### config.mk
export PLATFORM = sky130hd
export DESIGN_NAME = tlb_fa
export DESIGN_NICKNAME = d
export VERILOG_FILES = /design/src/rtl/tlb_pkg.sv /design/src/rtl/tlb_cam.sv /design/src/rtl/tlb_age.sv /design/src/rtl/tlb_pick.sv /design/src/rtl/tlb_fa.sv
export SDC_FILE = /design/constraint.sdc
export NUM_CORES = 2
export LEC_CHECK = 0
export ABC_AREA = 1
export BUFFER_PORTS_ARGS = -buffer_cell sky130_fd_sc_hd__buf_2
export CORE_MARGIN = 2
export CORE_UTILIZATION = 25
export CTS_CLUSTER_SIZE = 20
export DETAILED_ROUTE_END_ITERATION = 12
export GPL_TIMING_DRIVEN = 0
export MAX_ROUTING_LAYER = met4
export SLEW_MARGIN = 20
export SYNTH_ARGS = -nofsm -noshare
export SYNTH_HDL_FRONTEND = slang
export SYNTH_HIERARCHICAL = 1
export SYNTH_SLANG_ARGS = --single-unit
### constraint.sdc
create_clock -name clk -period 9 [get_ports clk]
set_clock_uncertainty 0.15 [all_clocks]
set_input_delay 0.45 -clock clk [delete_from_list [all_inputs] [get_ports clk]]
set_output_delay 0.45 -clock clk [all_outputs]
set_load 0.01 [all_outputs]
### src/rtl/tlb_pkg.sv
package tlb_pkg;

    // Bits of a byte address that lie inside one 4 KB page.
    localparam int unsigned PAGE_OFS_W = 12;

    // Per-lookup status gathered from the matching entry.
    typedef struct packed {
        logic hit;
        logic refd;
        logic dirty;
    } tlb_lk_flags_t;

endpackage

### src/rtl/tlb_cam.sv
module tlb_cam #(
    parameter int unsigned N     = 16,
    parameter int unsigned KEY_W = 20,
    parameter int unsigned IDX_W = $clog2(N)
) (
    input  logic [KEY_W-1:0]        key,
    input  logic [N-1:0][KEY_W-1:0] tags,
    input  logic [N-1:0]            valid,
    output logic [N-1:0]            match,
    output logic                    any,
    output logic [IDX_W-1:0]        idx
);

    // One comparator per entry, all evaluated at once.
    for (genvar g = 0; g < N; g++) begin : g_cmp
        assign match[g] = valid[g] && (tags[g] == key);
    end

    assign any = |match;

    // Encode the lowest matching entry.
    always_comb begin
        idx = '0;
        for (int i = N - 1; i >= 0; i--) begin
            if (match[i]) idx = IDX_W'(i);
        end
    end

endmodule

### src/rtl/tlb_age.sv
module tlb_age #(
    parameter int unsigned N     = 16,
    parameter int unsigned IDX_W = $clog2(N)
) (
    input  logic             clk,
    input  logic             rst_n,
    input  logic             a_en,
    input  logic [IDX_W-1:0] a_idx,
    input  logic             b_en,
    input  logic [IDX_W-1:0] b_idx,
    output logic [IDX_W-1:0] lru_idx
);

    typedef logic [N-1:0][IDX_W-1:0] age_vec_t;

    age_vec_t ages_d, ages_q;

    // Move entry k to age 0; every entry that was younger ages by one.
    function automatic age_vec_t touch(input age_vec_t a, input logic [IDX_W-1:0] k);
        age_vec_t r;
        r = a;
        for (int i = 0; i < N; i++) begin
            if (a[i] < a[k]) r[i] = a[i] + 1'b1;
        end
        r[k] = '0;
        return r;
    endfunction

    always_comb begin
        ages_d = ages_q;
        if (a_en) ages_d = touch(ages_d, a_idx);
        if (b_en) ages_d = touch(ages_d, b_idx);
    end

    always_ff @(posedge clk) begin
        if (!rst_n) begin
            for (int i = 0; i < N; i++) ages_q[i] <= IDX_W'(i);
        end else begin
            ages_q <= ages_d;
        end
    end

    // The oldest entry carries the largest age.
    always_comb begin
        lru_idx = '0;
        for (int i = 0; i < N; i++) begin
            if (ages_q[i] == IDX_W'(N - 1)) lru_idx = IDX_W'(i);
        end
    end

endmodule

### src/rtl/tlb_pick.sv
module tlb_pick #(
    parameter int unsigned N     = 16,
    parameter int unsigned IDX_W = $clog2(N)
) (
    input  logic [N-1:0]     valid,
    input  logic             dup_any,
    input  logic [IDX_W-1:0] dup_idx,
    input  logic [IDX_W-1:0] lru_idx,
    output logic [IDX_W-1:0] slot
);

    logic             free_any;
    logic [IDX_W-1:0] free_idx;

    always_comb begin
        free_any = 1'b0;
        free_idx = '0;
        for (int i = N - 1; i >= 0; i--) begin
            if (!valid[i]) begin
                free_any = 1'b1;
                free_idx = IDX_W'(i);
            end
        end
    end

    // Same page first, then an empty entry, then the oldest one.
    always_comb begin
        if (dup_any)       slot = dup_idx;
        else if (free_any) slot = free_idx;
        else               slot = lru_idx;
    end

endmodule

### src/rtl/tlb_fa.sv
module tlb_fa
    import tlb_pkg::*;
#(
    parameter int unsigned N    = 16,
    parameter int unsigned VA_W = 32,
    parameter int unsigned PA_W = 32
) (
    input  logic                       clk,
    input  logic                       rst_n,
    input  logic                       lk_valid,
    input  logic                       lk_store,
    input  logic [VA_W-1:0]            lk_vaddr,
    output logic                       lk_hit,
    output logic                       lk_miss,
    output logic [PA_W-1:0]            lk_paddr,
    output logic [$clog2(N)-1:0]       lk_slot,
    output logic                       lk_ref,
    output logic                       lk_dirty,
    input  logic                       fill_en,
    input  logic [VA_W-PAGE_OFS_W-1:0] fill_vpn,
    input  logic [PA_W-PAGE_OFS_W-1:0] fill_ppn,
    output logic [$clog2(N)-1:0]       fill_slot,
    input  logic                       ref_clear,
    input  logic                       flush
);

    localparam int unsigned IDX_W = $clog2(N);
    localparam int unsigned VPN_W = VA_W - PAGE_OFS_W;
    localparam int unsigned PPN_W = PA_W - PAGE_OFS_W;

    typedef struct packed {
        logic [N-1:0][VPN_W-1:0] vpn;
        logic [N-1:0][PPN_W-1:0] ppn;
        logic [N-1:0]            valid;
        logic [N-1:0]            refd;
        logic [N-1:0]            dirty;
    } tlb_state_t;

    tlb_state_t st_d, st_q;

    logic [N-1:0]     lk_match, fl_match;
    logic             lk_any, fl_any;
    logic [IDX_W-1:0] lk_idx, fl_idx, lru_idx, pick_idx;
    logic             fill_go;
    tlb_lk_flags_t    lk_flags;

    tlb_cam #(.N(N), .KEY_W(VPN_W), .IDX_W(IDX_W)) u_cam_lk (
        .key   (lk_vaddr[VA_W-1:PAGE_OFS_W]),
        .tags  (st_q.vpn),
        .valid (st_q.valid),
        .match (lk_match),
        .any   (lk_any),
        .idx   (lk_idx)
    );

    tlb_cam #(.N(N), .KEY_W(VPN_W), .IDX_W(IDX_W)) u_cam_fill (
        .key   (fill_vpn),
        .tags  (st_q.vpn),
        .valid (st_q.valid),
        .match (fl_match),
        .any   (fl_any),
        .idx   (fl_idx)
    );

    tlb_pick #(.N(N), .IDX_W(IDX_W)) u_pick (
        .valid   (st_q.valid),
        .dup_any (fl_any),
        .dup_idx (fl_idx),
        .lru_idx (lru_idx),
        .slot    (pick_idx)
    );

    assign fill_go = fill_en && !flush;

    tlb_age #(.N(N), .IDX_W(IDX_W)) u_age (
        .clk     (clk),
        .rst_n   (rst_n),
        .a_en    (lk_flags.hit),
        .a_idx   (lk_idx),
        .b_en    (fill_go),
        .b_idx   (pick_idx),
        .lru_idx (lru_idx)
    );

    // Lookup result, combinational from the stored entries.
    always_comb begin
        lk_flags.hit   = lk_valid && lk_any;
        lk_flags.refd  = lk_flags.hit && st_q.refd[lk_idx];
        lk_flags.dirty = lk_flags.hit && st_q.dirty[lk_idx];
    end

    assign lk_hit    = lk_flags.hit;
    assign lk_miss   = lk_valid && !lk_any;
    assign lk_ref    = lk_flags.refd;
    assign lk_dirty  = lk_flags.dirty;
    assign lk_slot   = lk_flags.hit ? lk_idx : '0;
    assign lk_paddr  = {(lk_flags.hit ? st_q.ppn[lk_idx] : {PPN_W{1'b0}}),
                        lk_vaddr[PAGE_OFS_W-1:0]};
    assign fill_slot = pick_idx;

    // Next state of the entry array.
    always_comb begin
        st_d = st_q;
        if (ref_clear) st_d.refd = '0;
        if (lk_flags.hit) begin
            st_d.refd[lk_idx] = 1'b1;
            if (lk_store) st_d.dirty[lk_idx] = 1'b1;
        end
        if (fill_go) begin
            st_d.vpn[pick_idx]   = fill_vpn;
            st_d.ppn[pick_idx]   = fill_ppn;
            st_d.valid[pick_idx] = 1'b1;
            st_d.refd[pick_idx]  = 1'b0;
            st_d.dirty[pick_idx] = 1'b0;
        end
        if (flush) st_d.valid = '0;
    end

    always_ff @(posedge clk) begin
        if (!rst_n) st_q <= '0;
        else        st_q <= st_d;
    end

endmodule

==> impl_metrics.toml <==
[setup_path]
slowest_stage = "a221oi_4"
path_class = "primary input to flip-flop"
cp_common_cell = "nand2_1"
start_kind = "primary input"
crit_buf_inv = 13
cpLargestDelayFamily = "compound AO/OA/AOI/OAI gates"
critPathMaxStageDelay_ns = 0.69
crit_arrival_ns = 9.25
cp_max_fo = 10
required_ns = 9.51
endpoint_kind = "flip-flop"

[timing]
period_share_pct = 97.1
final-setup-viol-count = 0
final_max_slew_viol_count = 0
min_period_ns = 8.74
worst_pin_slew_ns = 1.22
max_freq_mhz = 114
setup_ws_ns = 0.260
relSlewSlack_pct = 18.4
grt_setup_unrepaired = "no"
hold_violations = 0

[power]
clockPowerShare_pct = 47.0
p_sw_mw = 2.47
worst_ir_drop_vdd_uv = 119
p_int_mw = 5.82
switching_share_pct = 29.8
finalPower_mw = 8.30
p_comb_share_pct = 12.2
power_density_nw_per_um2 = 154
leakage_nw = 21.3
p_seq_share_pct = 40.9

[yosys]
synth_fp_nets = 7559
syn_inst = 7368
netlist_area_um2 = 46600
synth_warnings = 6
syn_area_per_cell_um2 = 6.33

[drt]
wirelength_um = 247000
vias = 53100
viasPerCell = 5.23
wl_per_cell_um = 24.3
drtIter0Drc = 6147
drtPass1Iterations = 6
ant_nets = 0
drc = 0

[layout]
nets = 7780
drive_above_1_share_pct = 8.85
fin_util_pct = 29.0
stdcell_count = 10200
fill_cells = 20600
area_growth_pct = 15.4

[floorplan]
die-area_um2 = 190000
io_pins = 123
die_w_um = 436
num_rows = 158
core_um2 = 185000
start_util_pct = 25.1
dieHeight_um = 436

[clocking]
numCtsBuffers = 89
clock_latency_ns = 0.76
clkTransAtPathRegs_ns = 0.06
cts_sinks = 752
cts_tree = "yes"
htreeDepth = 3
clockBufferDepth = 3
cts_root_buf = "clkbuf_16"

[global_routing]
grt_first_pass_wirelength_um = 346000
grt_pass1_vias = 48500
grt_use_total_pct = 25.6
grt_start_max_net_pins = 15
antenna_found_initial = 7
grt-ovfl-total = 0

[placement]
dp_cells = 9957
dp_slack_ns = -1.61
gp_congestion = 1.05
hpwl_um = 179000
port_buffers = 98

[hold_path]
hp-class = "primary input to flip-flop"

[outcome]
status = "finished, final reports clean"

[job]
max_cap_viol_count = 0
## cells in the final DEF, fill, tap and decap left out, types with 37 or more instances in the layout
cell type,count
clkbuf_16,89
nand4_1,81
nand3_1,253
nand2_2,37
a21oi_1,515
o21ai_0,562
inv_2,57
xnor2_1,100
nand2_1,2337
ha_1,112
buf_4,46
nor4_1,40
buf_6,57
clkbuf_1,252
nor2_1,880
xor2_1,127
o21ai_1,85
dfxtp_1,751
o22ai_1,100
inv_1,520
buf_2,200
## sequential cells by signal (all words and copies together), names as in the netlist
name	flops
st_q	688
u_age/ages_q	64
## final cells by class
| class | count | area [um2] | area share (%) |
|---|---|---|---|
| multi-input combinational | 5565 | 27100 | 50.3 |
| sequential | 752 | 15100 | 28.0 |
| tap | 2480 | 3100 | 5.77 |
| clock buffer | 129 | 2590 | 4.81 |
| buffer | 460 | 2410 | 4.48 |
| inverter | 590 | 2240 | 4.16 |
| timing repair buffer | 131 | 823 | 1.53 |
| clock inverter | 33 | 484 | 0.900 |
| antenna | 14 | 35.0 | 0.0651 |
## power groups by stage
| stage | clock, mW | combinational, mW | sequential, mW |
|---|---|---|---|
| 5_1_grt | 4.05 | 1.05 | 3.39 |
| 3_3_place_gp | 0 | 0.944 | 3.46 |
| 6_report | 3.90 | 1.01 | 3.39 |
| 2_1_floorplan | 0 | 0.528 | 3.45 |
| 3_5_place_dp | 0 | 0.952 | 3.46 |
| 4_1_cts | 3.91 | 0.962 | 3.39 |
## per-stage QoR
step / TNS [ns] / hold WS, ns / area (um2)
floorplan: 0 / 0.274 / 46600
global placement: -318.76 / 0.282 / 50200
detailed placement: -95.70 / 0.287 / 50500
CTS: 0 / 0.00394 / 53700
global route: 0 / 0.0457 / 53800
finish: 0 / 0.0544 / 53800
## per-layer routing
layer | global-route usage (%) | share of wire, %
met1 | 30.0 | 39
met2 | 39.9 | 44
met3 | 4.88 | 9.0
met4 | 17.1 | 7.9
met5 | - | 0
## timing repair
action	in CTS	in global routing
hold buffers	13	0
resized for setup	12	6
endpoints found under the hold margin	49	0
setup buffers	3	4
endpoints found under the setup margin	64	64
cloned	0	0
pin swaps	0	2
## tightest hold or removal path: stages
cell     delay, ns
buf_2         0.20
o21ai_0       0.19
nor2_1        0.05
## final timing paths
check	startpoint	end	slack, ns	cells past startpoint
worst max register to register	st_q[39]	u_age/ages_q[37]	0.41	37
worst min-delay path	fill_vpn[0]	st_q[508]	0.05	3
worst max-delay path	lk_vaddr[23]	u_age/ages_q[37]	0.26	42
worst min register to register	st_q[101]	st_q[101]	0.30	2
(Power assumes the default switching activity.)
